[config.mk]
export PLATFORM = sky130hd
export DESIGN_NAME = rowbuf_cmd_front
export DESIGN_NICKNAME = d
export VERILOG_FILES = /design/src/rtl/rbf_pkg.sv /design/src/rtl/rbf_ca_capture.sv /design/src/rtl/rbf_cmd_decode.sv /design/src/rtl/rbf_buf_bank.sv /design/src/rtl/rbf_burst_ctl.sv /design/src/rtl/rowbuf_cmd_front.sv
export SDC_FILE = /design/constraint.sdc
export NUM_CORES = 2
export LEC_CHECK = 0
export ABC_AREA = 1
export BUFFER_PORTS_ARGS = -buffer_cell sky130_fd_sc_hd__buf_4
export CELL_PAD_IN_SITES_DETAIL_PLACEMENT = 2
export CELL_PAD_IN_SITES_GLOBAL_PLACEMENT = 2
export CORE_MARGIN = 10
export CORE_UTILIZATION = 32
export DETAILED_ROUTE_END_ITERATION = 6
export PLACE_DENSITY_LB_ADDON = 0.1
export SLEW_MARGIN = 40
export SYNTH_ARGS = -nofsm -noshare
export SYNTH_HDL_FRONTEND = slang
export SYNTH_SLANG_ARGS = --single-unit
[constraint.sdc]
create_clock -name clk -period 3.4 [get_ports clk]
set_input_delay 0.34 -clock clk [delete_from_list [all_inputs] [get_ports clk]]
set_output_delay 0.34 -clock clk [all_outputs]
set_load 0.01 [all_outputs]
[src/rtl/rbf_pkg.sv]
package rbf_pkg;

  localparam int BL_W = 5;

  typedef enum logic [2:0] {
    OP_NONE = 3'd0,
    OP_PRE  = 3'd1,
    OP_ACT  = 3'd2,
    OP_RD   = 3'd3,
    OP_WR   = 3'd4
  } op_e;

  function automatic op_e op_of(input logic [2:0] code);
    case (code)
      3'd1:    return OP_PRE;
      3'd2:    return OP_ACT;
      3'd3:    return OP_RD;
      3'd4:    return OP_WR;
      default: return OP_NONE;
    endcase
  endfunction

  function automatic logic [BL_W-1:0] beats_for(input logic [1:0] cfg);
    case (cfg)
      2'b00:   return BL_W'(4);
      2'b01:   return BL_W'(8);
      default: return BL_W'(16);
    endcase
  endfunction

endpackage

[src/rtl/rbf_ca_capture.sv]
module rbf_ca_capture #(
  parameter int CA_W = 10
) (
  input  logic            clk,
  input  logic            rst_n,
  input  logic            cs_n,
  input  logic [CA_W-1:0] ca,
  output logic            cmd_vld,
  output logic [CA_W-1:0] rise_half,
  output logic [CA_W-1:0] fall_half
);

  always_ff @(posedge clk or negedge rst_n) begin
    if (!rst_n) begin
      cmd_vld   <= 1'b0;
      rise_half <= '0;
    end else begin
      cmd_vld   <= !cs_n;
      rise_half <= ca;
    end
  end

  always_ff @(negedge clk or negedge rst_n) begin
    if (!rst_n) fall_half <= '0;
    else        fall_half <= ca;
  end

endmodule

[src/rtl/rbf_cmd_decode.sv]
module rbf_cmd_decode
  import rbf_pkg::*;
#(
  parameter int CA_W  = 10,
  parameter int SEL_W = 2,
  parameter int COL_W = 5,
  localparam int FLD_LO   = 3 + SEL_W,
  localparam int ROW_LO_W = CA_W - FLD_LO,
  localparam int ROW_HI_W = ROW_LO_W + CA_W
) (
  input  logic                cmd_vld,
  input  logic [CA_W-1:0]     rise_half,
  input  logic [CA_W-1:0]     fall_half,
  output op_e                 op,
  output logic [SEL_W-1:0]    sel,
  output logic [ROW_HI_W-1:0] row_hi,
  output logic [ROW_LO_W-1:0] row_lo,
  output logic [COL_W-1:0]    col
);

  always_comb begin
    op     = cmd_vld ? op_of(rise_half[2:0]) : OP_NONE;
    sel    = rise_half[3 +: SEL_W];
    row_lo = rise_half[CA_W-1:FLD_LO];
    row_hi = {rise_half[CA_W-1:FLD_LO], fall_half};
    col    = fall_half[COL_W-1:0];
  end

endmodule

[src/rtl/rbf_buf_bank.sv]
module rbf_buf_bank #(
  parameter int NBUF      = 4,
  parameter int BUF_BYTES = 32,
  parameter int DATA_W    = 8,
  parameter int ROW_HI_W  = 15,
  localparam int SEL_W  = $clog2(NBUF),
  localparam int COL_W  = $clog2(BUF_BYTES),
  localparam int LINE_W = BUF_BYTES * DATA_W
) (
  input  logic                clk,
  input  logic                rst_n,
  input  logic                pre_we,
  input  logic [SEL_W-1:0]    pre_sel,
  input  logic [ROW_HI_W-1:0] pre_hi,
  input  logic                fill_we,
  input  logic [SEL_W-1:0]    fill_sel,
  input  logic [LINE_W-1:0]   fill_line,
  input  logic                byte_we,
  input  logic [SEL_W-1:0]    acc_sel,
  input  logic [COL_W-1:0]    acc_col,
  input  logic [DATA_W-1:0]   byte_wdata,
  output logic [DATA_W-1:0]   byte_rdata,
  input  logic [SEL_W-1:0]    look_sel,
  output logic [ROW_HI_W-1:0] look_hi,
  output logic [NBUF-1:0]     primed_vec,
  output logic [NBUF-1:0]     valid_vec
);

  logic [LINE_W-1:0]   line_w [NBUF];
  logic [ROW_HI_W-1:0] hi_w   [NBUF];

  for (genvar g = 0; g < NBUF; g++) begin : g_pair
    logic                primed_q;
    logic                valid_q;
    logic [ROW_HI_W-1:0] hi_q;
    logic [LINE_W-1:0]   line_q;
    logic                hit_pre, hit_fill, hit_byte;

    assign hit_pre  = pre_we  && (pre_sel  == SEL_W'(g));
    assign hit_fill = fill_we && (fill_sel == SEL_W'(g));
    assign hit_byte = byte_we && (acc_sel  == SEL_W'(g));

    always_ff @(posedge clk or negedge rst_n) begin
      if (!rst_n) begin
        primed_q <= 1'b0;
        valid_q  <= 1'b0;
        hi_q     <= '0;
      end else if (hit_pre) begin
        primed_q <= 1'b1;
        valid_q  <= 1'b0;
        hi_q     <= pre_hi;
      end else if (hit_fill) begin
        valid_q  <= 1'b1;
      end
    end

    always_ff @(posedge clk or negedge rst_n) begin
      if (!rst_n)        line_q <= '0;
      else if (hit_fill) line_q <= fill_line;
      else if (hit_byte) line_q[acc_col*DATA_W +: DATA_W] <= byte_wdata;
    end

    assign primed_vec[g] = primed_q;
    assign valid_vec[g]  = valid_q;
    assign hi_w[g]       = hi_q;
    assign line_w[g]     = line_q;
  end

  assign byte_rdata = line_w[acc_sel][acc_col*DATA_W +: DATA_W];
  assign look_hi    = hi_w[look_sel];

endmodule

[src/rtl/rbf_burst_ctl.sv]
module rbf_burst_ctl
  import rbf_pkg::*;
#(
  parameter int COL_W = 5
) (
  input  logic             clk,
  input  logic             rst_n,
  input  logic             start,
  input  logic             start_wr,
  input  logic [COL_W-1:0] start_col,
  input  logic [BL_W-1:0]  start_beats,
  output logic             active,
  output logic             is_wr,
  output logic [COL_W-1:0] ptr
);

  logic [BL_W-1:0] left_q;

  always_ff @(posedge clk or negedge rst_n) begin
    if (!rst_n) begin
      active <= 1'b0;
      is_wr  <= 1'b0;
      ptr    <= '0;
      left_q <= '0;
    end else if (start) begin
      active <= 1'b1;
      is_wr  <= start_wr;
      ptr    <= start_col;
      left_q <= start_beats;
    end else if (active) begin
      ptr    <= ptr + COL_W'(1);
      left_q <= left_q - BL_W'(1);
      if (left_q == BL_W'(1)) active <= 1'b0;
    end
  end

endmodule

[src/rtl/rowbuf_cmd_front.sv]
module rowbuf_cmd_front
  import rbf_pkg::*;
#(
  parameter int CA_W      = 10,
  parameter int NBUF      = 4,
  parameter int BUF_BYTES = 32,
  parameter int DATA_W    = 8,
  localparam int SEL_W    = $clog2(NBUF),
  localparam int COL_W    = $clog2(BUF_BYTES),
  localparam int ROW_LO_W = CA_W - 3 - SEL_W,
  localparam int ROW_HI_W = ROW_LO_W + CA_W,
  localparam int ROW_W    = ROW_HI_W + ROW_LO_W,
  localparam int LINE_W   = BUF_BYTES * DATA_W
) (
  input  logic              clk,
  input  logic              rst_n,
  input  logic              cs_n,
  input  logic [CA_W-1:0]   ca,
  input  logic [1:0]        cfg_bl,
  output logic              arr_req,
  output logic [ROW_W-1:0]  arr_row,
  input  logic              arr_ack,
  input  logic [LINE_W-1:0] arr_rdata,
  output logic              rd_valid,
  output logic [DATA_W-1:0] rd_data,
  output logic              wr_ready,
  input  logic [DATA_W-1:0] wr_data,
  output logic [COL_W-1:0]  beat_col,
  output logic              busy,
  output logic              cmd_err
);

  logic                cmd_vld;
  logic [CA_W-1:0]     rise_half, fall_half;
  op_e                 op;
  logic [SEL_W-1:0]    sel;
  logic [ROW_HI_W-1:0] row_hi;
  logic [ROW_LO_W-1:0] row_lo;
  logic [COL_W-1:0]    col;
  logic [ROW_HI_W-1:0] look_hi;
  logic [NBUF-1:0]     primed_vec, valid_vec;
  logic                burst_active, burst_wr;
  logic [COL_W-1:0]    burst_ptr;
  logic [SEL_W-1:0]    burst_sel_q, fill_sel_q, acc_sel;
  logic                fill_pend_q;
  logic [ROW_W-1:0]    row_q;
  logic                cmd_err_q;

  // named events, also used by the bound checker
  logic is_cmd, ev_cmd_busy, ev_act_blank, ev_rw_invalid;
  logic do_pre, do_act, start_evt, fill_done;

  rbf_ca_capture #(.CA_W(CA_W)) u_cap (
    .clk(clk), .rst_n(rst_n), .cs_n(cs_n), .ca(ca),
    .cmd_vld(cmd_vld), .rise_half(rise_half), .fall_half(fall_half)
  );

  rbf_cmd_decode #(.CA_W(CA_W), .SEL_W(SEL_W), .COL_W(COL_W)) u_dec (
    .cmd_vld(cmd_vld), .rise_half(rise_half), .fall_half(fall_half),
    .op(op), .sel(sel), .row_hi(row_hi), .row_lo(row_lo), .col(col)
  );

  assign busy          = fill_pend_q || burst_active;
  assign is_cmd        = (op != OP_NONE);
  assign ev_cmd_busy   = is_cmd && busy;
  assign ev_act_blank  = !busy && (op == OP_ACT) && !primed_vec[sel];
  assign ev_rw_invalid = !busy && (op == OP_RD || op == OP_WR) && !valid_vec[sel];
  assign do_pre        = !busy && (op == OP_PRE);
  assign do_act        = !busy && (op == OP_ACT) && primed_vec[sel];
  assign start_evt     = !busy && (op == OP_RD || op == OP_WR) && valid_vec[sel];
  assign fill_done     = fill_pend_q && arr_ack;
  assign acc_sel       = burst_active ? burst_sel_q : sel;

  rbf_buf_bank #(
    .NBUF(NBUF), .BUF_BYTES(BUF_BYTES), .DATA_W(DATA_W), .ROW_HI_W(ROW_HI_W)
  ) u_bank (
    .clk(clk), .rst_n(rst_n),
    .pre_we(do_pre), .pre_sel(sel), .pre_hi(row_hi),
    .fill_we(fill_done), .fill_sel(fill_sel_q), .fill_line(arr_rdata),
    .byte_we(burst_active && burst_wr), .acc_sel(acc_sel), .acc_col(burst_ptr),
    .byte_wdata(wr_data), .byte_rdata(rd_data),
    .look_sel(sel), .look_hi(look_hi),
    .primed_vec(primed_vec), .valid_vec(valid_vec)
  );

  rbf_burst_ctl #(.COL_W(COL_W)) u_burst (
    .clk(clk), .rst_n(rst_n),
    .start(start_evt), .start_wr(op == OP_WR), .start_col(col),
    .start_beats(beats_for(cfg_bl)),
    .active(burst_active), .is_wr(burst_wr), .ptr(burst_ptr)
  );

  always_ff @(posedge clk or negedge rst_n) begin
    if (!rst_n) begin
      fill_pend_q <= 1'b0;
      fill_sel_q  <= '0;
      row_q       <= '0;
      burst_sel_q <= '0;
      cmd_err_q   <= 1'b0;
    end else begin
      cmd_err_q <= ev_cmd_busy || ev_act_blank || ev_rw_invalid;
      if (do_act) begin
        fill_pend_q <= 1'b1;
        fill_sel_q  <= sel;
        row_q       <= {look_hi, row_lo};
      end else if (fill_done) begin
        fill_pend_q <= 1'b0;
      end
      if (start_evt) burst_sel_q <= sel;
    end
  end

  assign arr_req  = fill_pend_q;
  assign arr_row  = row_q;
  assign rd_valid = burst_active && !burst_wr;
  assign wr_ready = burst_active && burst_wr;
  assign beat_col = burst_ptr;
  assign cmd_err  = cmd_err_q;

endmodule

==> summary.md <==
| Metric | Value |
|---|---|
| Status | finished with violations |
| Failing checks | setup timing |
| RSZ-0062 raised after global routing | true |
| DRC | 0 |
| Psw | 26.2 mW |
| Gate power share | between 40% and 50% |
| Clock Pin Slew Worst Setup and Hold Paths | around 0.060 ns |
| Max cap viols | 0 |
| TritonCTS clock tree | built |
| Area Growth Syn to Fin | 29.6% |
| Final Slew Violations | 0 |
| Top cells by area, synth | dfrtp_1 (43%), nand2_1 (17%), o21ai_0 (15%) |
| Top cell type by total area after synthesis | dfrtp_1 |
| Switching share of power | 44.5% |
| Simple-gate share of the synthesized area | 27.7% |
| Sequential fraction of the synthesis area | 43.7% |
| WP data arrival | around 3.7 ns |
| Async S/R FF share, synth | 100% |
| Post-Layout Inst Area | 0.0854 mm2 |
| Int Pwr | roughly 33 mW |
| Wire length per cell | 29.6 um |
| Synth Instances | 9,516 |
| Layout cell share with drive strength beyond 1 | 15.7% |
| Crit Path Max Fanout | 27 |
| Flops & latches, synth | 1,151 |
| Post-route ant nets | 0 |
| Post-layout nets | between 10,000 and 15,000 |
| Die ar. | 0.224 mm2 |
| Initial Util | 32.2% |
| CP startpoint kind | flip-flop |
| Worst hold path type | in2async |
| Total gr overflow | 0 |
| PortBufs | 317 |
| Compound-Gate Fraction of Synth Area | approximately 22% |
| Largest family of logic cells by synthesized area | simple AND/OR/NAND/NOR gates |
| Placed insts | around 12,000 |
| Slew HR | 35.6% |
| CTS Buf Count | 152 |
| Vias in the first global route | 82,300 |
| Die width | ~470 um |
| Synth Area in XOR/XNOR | less than 1% |
| Routed WL | about 390 mm |
| CP Data Required Time | 3.06 ns |
| Syn Nets | 9,804 |
| # fillers | 23,600 |
| Yosys warns | 0 |
| DP Area | 0.0745 mm2 |
| DP Wirelength | 263 mm |
| Clk root buf | clkbuf_16 |
| Mapped cell area | ~0.066 mm2 |
| Number of synthesized flops with an enable pin | 0 |
| Sink Count | around 1,200 |
| Final Hold Viols | 0 |
| Die height | 474 um |
| Setup violators final | 8 |
| Worst slack, placed | -0.319 ns |
| Peak Freq | 249 MHz |
| Syn_area_per_cell | between 6 and 7 um2 |
| Maximum clock path buffer count | 3 |
| Period Utilization, post-route | 118% |
| Synth Flop Type | dfrtp_1 |
| Leak | 39.1 nW |
| Worst setup path class | reg2out |
| Rows | 166 |
| Time the worst path needs with I/O delays and setup | 4.01 ns |
| Critical Path Sink Type | output pin |
| Layout Cells excl Fill | 13,100 |
| H-tree depth | 4 |
| Setup WS post-layout | -0.611 ns |
| Clock Latency Late Sink | approximately 0.85 ns |
| Total track usage | between 30% and 40% |
| First-pass GRT wire length | 568 mm |
| Total core area | 0.205 mm2 |
| Fin Hold WS | 0.0743 ns |
| DR iter-0 viols | between 6,000 and 7,000 |
| Mux cell area share after synthesis | 0% |
| PwrDens | 689 mW/mm2 |
| Initial antenna violation count | 27 |
| Synth top area share | a little over two fifths |
| Clock network power share | 27.8% |
| DR pass1 iterations | 6 |
| Worst Tran Pin Value | between 0.9 and 1 ns |
| Distinct cell type count after synthesis | 38 |
| Largest net degree at the start of global routing | 128 |
| Flop pwr share | 25.7% |
| Vias | 76,500 |
| DR vias/cell | 5.85 |
| Total power | 58.8 mW |
| Peak supply drop | 0.769 mV |
| Clock Skew | 0.0906 ns |
| I/O pin count | roughly 320 |
| Post-synthesis adder-cell area fraction | less than 1% |
| RD Place Congestion | 0.918 |
area by class of cell:
type / instances / area [um2] / area share [%]
sequential: 1151 / 28800 / 33.7
antenna: 16 / 40.0 / 0.0469
timing repair buffer: 1228 / 12000 / 14.0
clock inverter: 33 / 382 / 0.447
inverter: 422 / 1640 / 1.91
clock buffer: 236 / 4460 / 5.22
tap: 2688 / 3360 / 3.94
multi-input combinational: 7303 / 34800 / 40.7
power by group through the flow:
stage	sequential [mW]	combinational (mW)	clock [mW]
after detailed placement	15.3	22.1	0
after floorplan	15.2	8.99	0
after global routing	15.2	28.2	17.0
after CTS	15.1	25.3	16.5
final	15.1	27.4	16.3
after global placement	15.3	21.8	0
Yosys cell counts (96+ instances only):
library cell	instances
o21ai_1	123
buf_1	96
o21ai_0	1931
buf_2	114
nand3_1	847
a21oi_1	493
nor2_1	499
o211ai_1	104
clkbuf_1	414
dfrtp_1	1141
nand2_1	3059
inv_1	398
logic make-up after synthesis:
kind of cell / count (synthesis)
and+or+nand+nor: 4511
AOI/OAI and AO/OA: 2779
DFF: 1151
buffers and inverters: 1062
adders and majority gates: 8
xor gates and xnor gates: 5
layout by cell type, fill, tap and decap left out, types with 68 or more instances in the layout:
| cell | count |
|---|---|
| a21oi_1 | 470 |
| buf_12 | 90 |
| buf_4 | 780 |
| clkbuf_16 | 160 |
| dfrtp_1 | 1136 |
| dlygate4sd3_1 | 271 |
| inv_1 | 384 |
| nand2_1 | 2918 |
| nand2_2 | 129 |
| nand3_1 | 752 |
| nor2_1 | 455 |
| o211ai_1 | 104 |
| o21ai_0 | 1873 |
| o21ai_1 | 169 |
| o22ai_1 | 68 |
worst max-delay path, cell delays in order, from the launching register on:
cell,delay (ns)
dfrtp_2,0.42
buf_6,0.15
nand2_8,0.08
nand2_8,0.19
buf_12,0.22
buf_4,0.19
nand2_1,0.06
o21ai_1,0.09
nand2_1,0.07
nand3_1,0.15
nand3_1,0.20
nand2_2,0.23
nand2_1,0.08
nand3_1,0.17
nor2_2,0.08
nor2_1,0.11
buf_4,0.18
buf_6,0.12
state kept, by name, summed over array words and instances, names as in the netlist, 2 cells and up:
| name | flops |
|---|---|
| u_burst.ptr | 5 |
| u_burst.left_q | 5 |
| u_bank.g_pair.valid_q | 4 |
| u_cap.fall_half | 10 |
| u_cap.rise_half | 10 |
| fill_sel_q | 2 |
| u_bank.g_pair.primed_q | 4 |
| u_bank.g_pair.line_q | 1024 |
| burst_sel_q | 2 |
| u_bank.g_pair.hi_q | 60 |
| arr_row | 20 |
routing by layer:
layer  up-vias  GRT usage (%)  wire [um]  share of wire [%]
met4         6           16.1      19400                5.0
met5         -              0         42              0.011
li1      33300              -          -                  -
met1     40000           44.5     168000                 43
met3       702           5.07      23400                6.1
met2      2554           52.8     176000                 46
final timing paths:
check                                               start                          end  slack [ns]  depth (start not counted)
worst max-delay path                       u_burst.active                   rd_data[4]       -0.61                         17
worst min-delay path                                rst_n  u_bank.g_pair[3].line_q[55]        0.07                          2
worst max register to register             u_burst.ptr[0]  u_bank.g_pair[1].line_q[13]        0.01                         12
worst min register to register  u_bank.g_pair[0].primed_q    u_bank.g_pair[0].primed_q        0.47                          1
max in group asynchronous                           rst_n           u_cap.fall_half[2]        1.22                          2
min in group clk                               wr_data[3]   u_bank.g_pair[1].line_q[3]        0.10                          5
what timing repair did:
action / 4_1_cts / 5_1_grt
gates cloned: 15 / 7
resized for setup: 329 / 259
endpoints found under the hold margin: 1295 / 0
buffers inserted: 26 / 24
endpoints found under the setup margin: 300 / 396
hold buffers: 271 / 0
pin swaps: 55 / 64
metrics by stage:
| stage | utilization (%) | setup TNS, ns |
|---|---|---|
| 6_report | 41.7 | -4.41 |
| 5_1_grt | 41.7 | -5.32 |
| 4_1_cts | 41.0 | -4.76 |
| 3_5_place_dp | 36.4 | -28.55 |
| 3_3_place_gp | 36.4 | -8.53 |
| 2_1_floorplan | - | 0 |
Note: power is estimated with default switching activity, not from simulation.
